==> config.mk <==
export PLATFORM = sky130hd
export DESIGN_NAME = disp_iot_ctl
export DESIGN_NICKNAME = d
export VERILOG_FILES = /design/src/rtl/dpic_pkg.sv /design/src/rtl/iot_decode.sv /design/src/rtl/dpc_reg.sv /design/src/rtl/run_sync_ctl.sv /design/src/rtl/disp_iot_ctl.sv
export SDC_FILE = /design/constraint.sdc
export NUM_CORES = 1
export LEC_CHECK = 0
export ABC_CLOCK_PERIOD_IN_PS = 2000
export BUFFER_PORTS_ARGS = -buffer_cell sky130_fd_sc_hd__buf_2
export CORE_ASPECT_RATIO = 0.8
export CORE_MARGIN = 1.5
export CORE_UTILIZATION = 40
export CTS_BUF_LIST = sky130_fd_sc_hd__clkbuf_8
export CTS_CLUSTER_DIAMETER = 150
export DETAILED_ROUTE_END_ITERATION = 12
export HOLD_SLACK_MARGIN = 0.08
export PLACE_DENSITY_LB_ADDON = 0.12
export RECOVER_POWER = 25
export SYNTH_ARGS = -nofsm -noshare
export SYNTH_HDL_FRONTEND = slang
export SYNTH_SLANG_ARGS = --single-unit
==> constraint.sdc <==
create_clock -name clk -period 2 [get_ports clk]
set_input_delay 0.3 -clock clk [delete_from_list [all_inputs] [get_ports clk]]
set_output_delay 0.3 -clock clk [all_outputs]
set_load 0.02 [all_outputs]
==> src/rtl/dpic_pkg.sv <==
package dpic_pkg;

   localparam int INSTR_W  = 16;
   localparam int GROUP_W  = 7;
   localparam int DEV_W    = 6;
   localparam int OP_W     = 3;

   // Decoded command set for one executed instruction.
   typedef struct packed {
      logic dpc_ld;
      logic dpc_clr;
      logic run_on;
      logic run_off;
      logic skip_sync;
      logic sync_clr;
   } iot_cmd_t;

endpackage

==> src/rtl/iot_decode.sv <==
module iot_decode
   import dpic_pkg::*;
#(
   parameter logic [GROUP_W-1:0] GROUP_CODE = 7'o001,
   parameter logic [DEV_W-1:0]   DEV_DPC    = 6'o00,
   parameter logic [DEV_W-1:0]   DEV_RUN    = 6'o01,
   parameter logic [DEV_W-1:0]   DEV_SYNC   = 6'o02
) (
   input  logic [INSTR_W-1:0] instr_word,
   input  logic               exec_stb,
   output iot_cmd_t           cmd
);

   localparam int OP_LSB  = 0;
   localparam int DEV_LSB = OP_LSB + OP_W;
   localparam int GRP_LSB = DEV_LSB + DEV_W;

   generate
      if (GRP_LSB + GROUP_W != INSTR_W) begin : g_bad_fields
         $error("iot_decode: field widths must fill the instruction word");
      end
      if (DEV_DPC == DEV_RUN || DEV_DPC == DEV_SYNC || DEV_RUN == DEV_SYNC) begin : g_bad_dev
         $error("iot_decode: device codes must differ");
      end
   endgenerate

   logic [GROUP_W-1:0] grp;
   logic [DEV_W-1:0]   dev;
   logic [OP_W-1:0]    op;
   logic               in_group;
   logic               sel_dpc, sel_run, sel_sync;

   assign grp = instr_word[GRP_LSB +: GROUP_W];
   assign dev = instr_word[DEV_LSB +: DEV_W];
   assign op  = instr_word[OP_LSB +: OP_W];

   assign in_group = exec_stb && (grp == GROUP_CODE);
   assign sel_dpc  = in_group && (dev == DEV_DPC);
   assign sel_run  = in_group && (dev == DEV_RUN);
   assign sel_sync = in_group && (dev == DEV_SYNC);

   always_comb begin
      cmd           = '0;
      cmd.dpc_ld    = sel_dpc  && op[1];
      cmd.dpc_clr   = sel_dpc  && op[0];
      cmd.run_on    = sel_run  && op[0];
      cmd.run_off   = sel_run  && op[1];
      cmd.skip_sync = sel_sync && op[0];
      cmd.sync_clr  = sel_sync && op[2];
   end

endmodule

==> src/rtl/dpc_reg.sv <==
module dpc_reg #(
   parameter int DPC_W           = 16,
   parameter bit LOAD_OVER_CLEAR = 1'b1
) (
   input  logic             clk,
   input  logic             rst_n,
   input  logic             ld,
   input  logic             clr,
   input  logic             inc,
   input  logic [DPC_W-1:0] ld_val,
   output logic [DPC_W-1:0] dpc
);

   generate
      if (DPC_W < 1) begin : g_bad_w
         $error("dpc_reg: DPC_W must be positive");
      end
   endgenerate

   logic ld_eff, clr_eff;

   generate
      if (LOAD_OVER_CLEAR) begin : g_load_first
         assign ld_eff  = ld;
         assign clr_eff = clr && !ld;
      end else begin : g_clear_first
         assign ld_eff  = ld && !clr;
         assign clr_eff = clr;
      end
   endgenerate

   always_ff @(posedge clk) begin
      if (!rst_n)       dpc <= '0;
      else if (ld_eff)  dpc <= ld_val;
      else if (clr_eff) dpc <= '0;
      else if (inc)     dpc <= dpc + 1'b1;
   end

   AST_LOAD_TAKES_ACC: assert property (@(posedge clk) disable iff (!rst_n)
      (ld && (LOAD_OVER_CLEAR || !clr)) |=> dpc == $past(ld_val));
   AST_CLEAR_ZEROES: assert property (@(posedge clk) disable iff (!rst_n)
      (clr && !ld) |=> dpc == '0);
   AST_STEP_BY_ONE: assert property (@(posedge clk) disable iff (!rst_n)
      (inc && !ld && !clr) |=> dpc == $past(dpc) + 1'b1);
   AST_HOLD_IDLE: assert property (@(posedge clk) disable iff (!rst_n)
      (!inc && !ld && !clr) |=> $stable(dpc));

endmodule

==> src/rtl/run_sync_ctl.sv <==
module run_sync_ctl
   import dpic_pkg::*;
(
   input  logic     clk,
   input  logic     rst_n,
   input  iot_cmd_t cmd,
   input  logic     sync_pulse,
   output logic     disp_run,
   output logic     skip_req
);

   logic sync_flag;

   always_ff @(posedge clk) begin
      if (!rst_n) begin
         disp_run  <= 1'b0;
         sync_flag <= 1'b0;
         skip_req  <= 1'b0;
      end else begin
         if (cmd.run_off)     disp_run <= 1'b0;
         else if (cmd.run_on) disp_run <= 1'b1;
         if (sync_pulse)        sync_flag <= 1'b1;
         else if (cmd.sync_clr) sync_flag <= 1'b0;
         skip_req <= cmd.skip_sync && sync_flag;
      end
   end

   AST_STOP_WINS: assert property (@(posedge clk) disable iff (!rst_n)
      cmd.run_off |=> !disp_run);
   AST_SYNC_CAPTURED: assert property (@(posedge clk) disable iff (!rst_n)
      sync_pulse |=> sync_flag);
   AST_SKIP_NEEDS_FLAG: assert property (@(posedge clk) disable iff (!rst_n)
      skip_req |-> $past(sync_flag));

endmodule

==> src/rtl/disp_iot_ctl.sv <==
module disp_iot_ctl
   import dpic_pkg::*;
#(
   parameter int DATA_W          = 16,
   parameter int DPC_W           = 16,
   parameter bit LOAD_OVER_CLEAR = 1'b1
) (
   input  logic              clk,
   input  logic              rst_n,
   input  logic [15:0]       instr_word,
   input  logic              exec_stb,
   input  logic [DATA_W-1:0] acc,
   input  logic              fetch_done,
   input  logic              sync_pulse,
   output logic [DPC_W-1:0]  dpc,
   output logic              disp_run,
   output logic              skip_req
);

   generate
      if (DPC_W > DATA_W) begin : g_bad_dpc
         $error("disp_iot_ctl: DPC_W may not exceed DATA_W");
      end
   endgenerate

   iot_cmd_t cmd;

   iot_decode u_decode (
      .instr_word (instr_word),
      .exec_stb   (exec_stb),
      .cmd        (cmd)
   );

   dpc_reg #(
      .DPC_W           (DPC_W),
      .LOAD_OVER_CLEAR (LOAD_OVER_CLEAR)
   ) u_dpc (
      .clk    (clk),
      .rst_n  (rst_n),
      .ld     (cmd.dpc_ld),
      .clr    (cmd.dpc_clr),
      .inc    (fetch_done && disp_run),
      .ld_val (acc[DPC_W-1:0]),
      .dpc    (dpc)
   );

   run_sync_ctl u_run (
      .clk        (clk),
      .rst_n      (rst_n),
      .cmd        (cmd),
      .sync_pulse (sync_pulse),
      .disp_run   (disp_run),
      .skip_req   (skip_req)
   );

   AST_QUIET_WITHOUT_STROBE: assert property (@(posedge clk) disable iff (!rst_n)
      (!exec_stb && !fetch_done) |=> $stable(dpc));
   AST_STOPPED_NO_STEP: assert property (@(posedge clk) disable iff (!rst_n)
      (!exec_stb && !disp_run) |=> $stable(dpc));

endmodule

Word level (Yosys, flattened, before mapping):

Cells that the tools add are included.

* word-level logic and storage cells: 32
* bits in registers: 19

* eq/ne operators: 3
* bitwise logic cells: 1
* multiplexer cells: 5
* add/sub/neg operators: 1
* reductions and logical operators: 18

Operators by type and width (number)
* $mux 16: 3
* $add 16x1->16 const B: 1
* $logic_and 1x1->1: 13
* $eq 7x1->1 const B: 1
* $eq 6x1->1 const B: 1
* $eq 6x2->1 const B: 1
* $logic_not 6->1: 1
* $reduce_bool 3->1: 1
* $mux 1: 2
* $reduce_bool 2->1: 1
* $reduce_or 2->1: 1
* $logic_not 1->1: 1
* $not 1->1: 1

Longest topological paths before layout:

* depth after elaboration: 8
* gate-level depth with buffers: 6
* depth with buffers taken out: 6

Hierarchy:

From an unflattened synthesis, not the netlist that was laid out.

* cell total of the unflattened synthesis: 154
* area, all modules: 1270.0 µm²

By module, submodules not included
* dpc_reg: area an instance 1037.2 µm², cells an instance 127, instances 1
* iot_decode: area an instance 126.4 µm², cells an instance 18, instances 1
* run_sync_ctl: area an instance 100.1 µm², cells an instance 8, instances 1
* disp_iot_ctl: area an instance 6.3 µm², cells an instance 1, instances 1

Worst setup path before layout:

No wires, ideal clock.

* kind: input port to flip-flop
* start point: in instr_word[12]
* end point: reg u_dpc.dpc[8]
* setup slack: 0.266 ns
* buffers on the path: 1
* library setup time: 0.116 ns
* stages on the path: 6
* arrival: 1.617 ns
* required time: 1.884 ns
* path through: nor4b_4 -> nand3_4 -> nor4_4 -> buf_4 -> o21ai_0 -> o211a_1

* cells in the longest elaborated chain, start to end: 8
* elaborated cells on any way between the ends: 10

RTL lines
* from (decl): line disp_iot_ctl.sv:10 `input logic [15:0] instr_word,`
* $eq 7x1->1 *: line iot_decode.sv:37 `assign in_group = exec_stb && (grp == GROUP_CODE);`
* $logic_and 1x1->1 *: line iot_decode.sv:37
* $logic_and 1x1->1 *: line iot_decode.sv:38 `assign sel_dpc = in_group && (dev == DEV_DPC);`
* $logic_and 1x1->1: line iot_decode.sv:44 `cmd.dpc_ld = sel_dpc && op[1];`
* $logic_not 1->1: line dpc_reg.sv:25 `assign clr_eff = clr && !ld;`
* $logic_and 1x1->1: line dpc_reg.sv:25
* $mux 16: line dpc_reg.sv:35 `else if (clr_eff) dpc <= '0;`
* $mux 16: line dpc_reg.sv:34 `else if (ld_eff) dpc <= ld_val;`
* to (signal assigned): line dpc_reg.sv:34
* to (signal assigned): line dpc_reg.sv:36 `else if (inc) dpc <= dpc + 1'b1;`
* to (decl): line dpc_reg.sv:11 `output logic [DPC_W-1:0] dpc`

Every way passes the cells marked *; elsewhere a longest branch is shown, timed or not.
A chain may end at the register's enable or synchronous reset.

Worst setup path after layout:

* start point: reg u_dpc.dpc[0]
* end point: reg u_dpc.dpc[10]

* cells in the longest elaborated chain, start to end: 4

RTL lines (line)
* $add 16x1->16: dpc_reg.sv:36
* $mux 16: dpc_reg.sv:36
* $mux 16: dpc_reg.sv:35
* $mux 16: dpc_reg.sv:34

Every way passes these cells. The select of a mux whose other input is x is not followed.

==> results.sh <==
export IMPL_design_core_area_um2=3110
export IMPL_slew_headroom_pct=70.9
export IMPL_clock_fmax_ghz=0.560
export IMPL_dp_slack_ns=0.0682
export IMPL_areaGrowthSynthToFinish_pct=29.6
export IMPL_skew_ns=0.00402
export IMPL_antenna_diode_count=0
export IMPL_viasPerCell=5.77
export IMPL_grt_overflow_total=0
export IMPL_num_vias=1530
export IMPL_grt_pass1_wl_mm=6.44
export IMPL_final_area_um2=1690
export IMPL_grt_max_degree=18
export IMPL_finalSetupViolCount=0
export IMPL_ctsResizeCount=0
export IMPL_crit_path_end_kind="register"
export IMPL_synth_area_leaders="dfxtp_1 29%, o211a_1 5.4%, nand2_1 5.2%"
export IMPL_fin_nets=264
export IMPL_crit_top_cell="nor3_1"
export IMPL_crit_family="simple AND/OR/NAND/NOR gates"
export IMPL_cts_buffers=3
export IMPL_worstPathMaxFanout=6
export IMPL_wirelength_mm=3.94
export IMPL_routedWlPerCell_um=14.9
export IMPL_synth_top_family_by_area="simple AND/OR/NAND/NOR gates"
export IMPL_final_max_slew_viol_count=0
export IMPL_h_tree_depth=1
export IMPL_synth_top_area_share_pct=29.1
export IMPL_yosysMostFrequentCell="dfxtp_1"
export IMPL_worstSetupStartpointType="register"
export IMPL_dpl_cell_area_um2=1660
export IMPL_ir_worst_vdd_uv=276
export IMPL_worst_slack_ns=0.214
export IMPL_clk_path_buf_depth=2
export IMPL_clock_latency_ns=0.26
export IMPL_synth_nets=204
export IMPL_async_flop_share_pct=0
export IMPL_syn_avg_cell_area_um2=7.88
export IMPL_die_w_um=66.9
export IMPL_drtIter0Drc=78
export IMPL_yosysUniqueCellTypes=40
export IMPL_required_ns=2.19
export IMPL_antenna_found_initial=0
export IMPL_final_hold_violation_count=0
export IMPL_root_buffer="clkbuf_8"
export IMPL_yosys_area_share_xor_xnor_pct=0.670
export IMPL_rsz0062_at_grt="no"
export IMPL_fin_crit_ns=1.79
export IMPL_cp_cell_sequence="ha_1 -> nand2_1 -> nor3_1 -> a22oi_1 -> o21ba_2 -> nor3_1"
export IMPL_synth_ff_type="dfxtp_1"
export IMPL_finalCritPeriodShare_pct=89.3
export IMPL_synth_compound_area_share_pct=28.5
export IMPL_synth_edff_count=0
export IMPL_muxShareOfSynthArea_pct=0
export IMPL_path_class="register to register"
export IMPL_grt_pass1_vias=1425
export IMPL_largest_reg_flops=16
export IMPL_synthAdderAreaFrac_pct=0.957
export IMPL_synthTopCellsByCount="19 x dfxtp_1, 18 x nand2_1, 16 x nor2_1"
export IMPL_cp_arrival_ns=1.97
export IMPL_syn_instance_count=166
export IMPL_min_path_type="primary input to register"
export IMPL_die_area_um2=3620
export IMPL_cts_tree="built"
export IMPL_ant_nets=0
export IMPL_critPathSlowestCell="dfxtp_1"
export IMPL_p_total_uw=725
export IMPL_row_count=18
export IMPL_whs_ns=0.248
export IMPL_cap_violations=0
export IMPL_synth_simple_area_share_pct=37.0
export IMPL_remaining_drc_errors=0
export IMPL_p_per_area_nw_per_um2=428
export IMPL_die_h_um=54.1
export IMPL_syn_cell_area_um2=1310
export IMPL_critPathBufInv=0
export IMPL_ys_seq_area_share_pct=29.1
export IMPL_yosysTopAreaCell="dfxtp_1"
export IMPL_grt_usage_pct=23.7
export IMPL_cts_setup_buffers=0
export IMPL_tns_ns=0
export IMPL_tightest_slew_ns=0.432
export IMPL_cts_hold_buf=0
export IMPL_clkTransAtPathRegs_ns=0.08
export IMPL_clock_sinks=19
export IMPL_status="finished clean"
export IMPL_postSynthRegisterBits=19
export IMPL_max_stage_delay_ns=0.43
export IMPL_drive_gt1_share_pct=30.7
export IMPL_ioPinCount=55
export IMPL_drt_pass1_iter_count=4
export IMPL_leakage_uw=0.000751
export IMPL_dp_hpwl_mm=2.98
export IMPL_yosysWarnings=0
export IMPL_gp_congestion=0.805
export IMPL_start_util_pct=42.1
export IMPL_io_buffers=54
worst paths after layout:
path	start	end	slack (ns)	cells past startpoint
hold reg to reg	u_run.sync_flag	u_run.skip_req	0.44	2
setup / recovery	u_dpc.dpc[0]	u_dpc.dpc[10]	0.21	6
setup reg to reg	u_dpc.dpc[0]	u_dpc.dpc[10]	0.21	6
hold / removal	sync_pulse	u_run.sync_flag	0.25	2
where the power goes:
part           internal (uW)  total (uW)  switching [uW]
clock network            139         274             135
logic                   34.7        71.1            36.4
registers                379         380           0.601
total                    553         725             172
cells by family (layout without fill, tap and decap cells):
| family | after synthesis | count (layout) |
|---|---|---|
| adder cells (fa/ha/maj) | 1 | 1 |
| buffers and inverters | 11 | 70 |
| AND/OR/NAND/NOR | 82 | 82 |
| XOR/XNOR | 1 | 1 |
| flip-flops | 19 | 19 |
| AO/OA/AOI/OAI | 52 | 52 |
cell usage in the layout (no fill, tap or decap), types with 2 or more instances in the layout:
cell type,synthesis,routed
nand2_1,18,18
nand3_1,11,11
o221a_2,3,3
dfxtp_1,19,19
a22oi_1,4,4
buf_2,3,46
inv_1,3,3
o21ai_0,10,10
clkbuf_8,0,3
nor4b_4,2,2
a211oi_1,2,2
o21bai_1,2,2
and3_1,5,5
nand4_1,3,3
nor3_1,5,5
buf_4,1,9
nor4_1,7,7
nor2_1,16,16
a21oi_1,13,13
and2_1,7,7
a31oi_1,3,3
clkbuf_1,4,8
o211a_1,7,7
final cells by class:
type / instances / area [um2]
Tap cell: 40 / 50.0
Fill cell: 326 / 1410
Timing Repair Buffer: 63 / 328
Inverter: 3 / 11.3
Clock inverter: 1 / 5.00
Multi-Input combinational cell: 136 / 878
Sequential cell: 19 / 380
Clock buffer: 3 / 41.3
layer usage:
layer / share of wire (%) / global-route usage, % / vias up
met2: 44 / 40.0 / 56
met3: 8.1 / 5.02 / 5
li1: - / - / 758
met4: 1.1 / 5.44 / 0
met5: 0 / 0 / -
met1: 47 / 31.2 / 711
through the flow:
step	util (%)	std cells
detailed placement	53.3	261
finish	54.5	265
global route	54.5	265
floorplan	-	166
global placement	53.3	261
CTS	54.8	265
No activity file was read; power rests on OpenSTA's default activity.
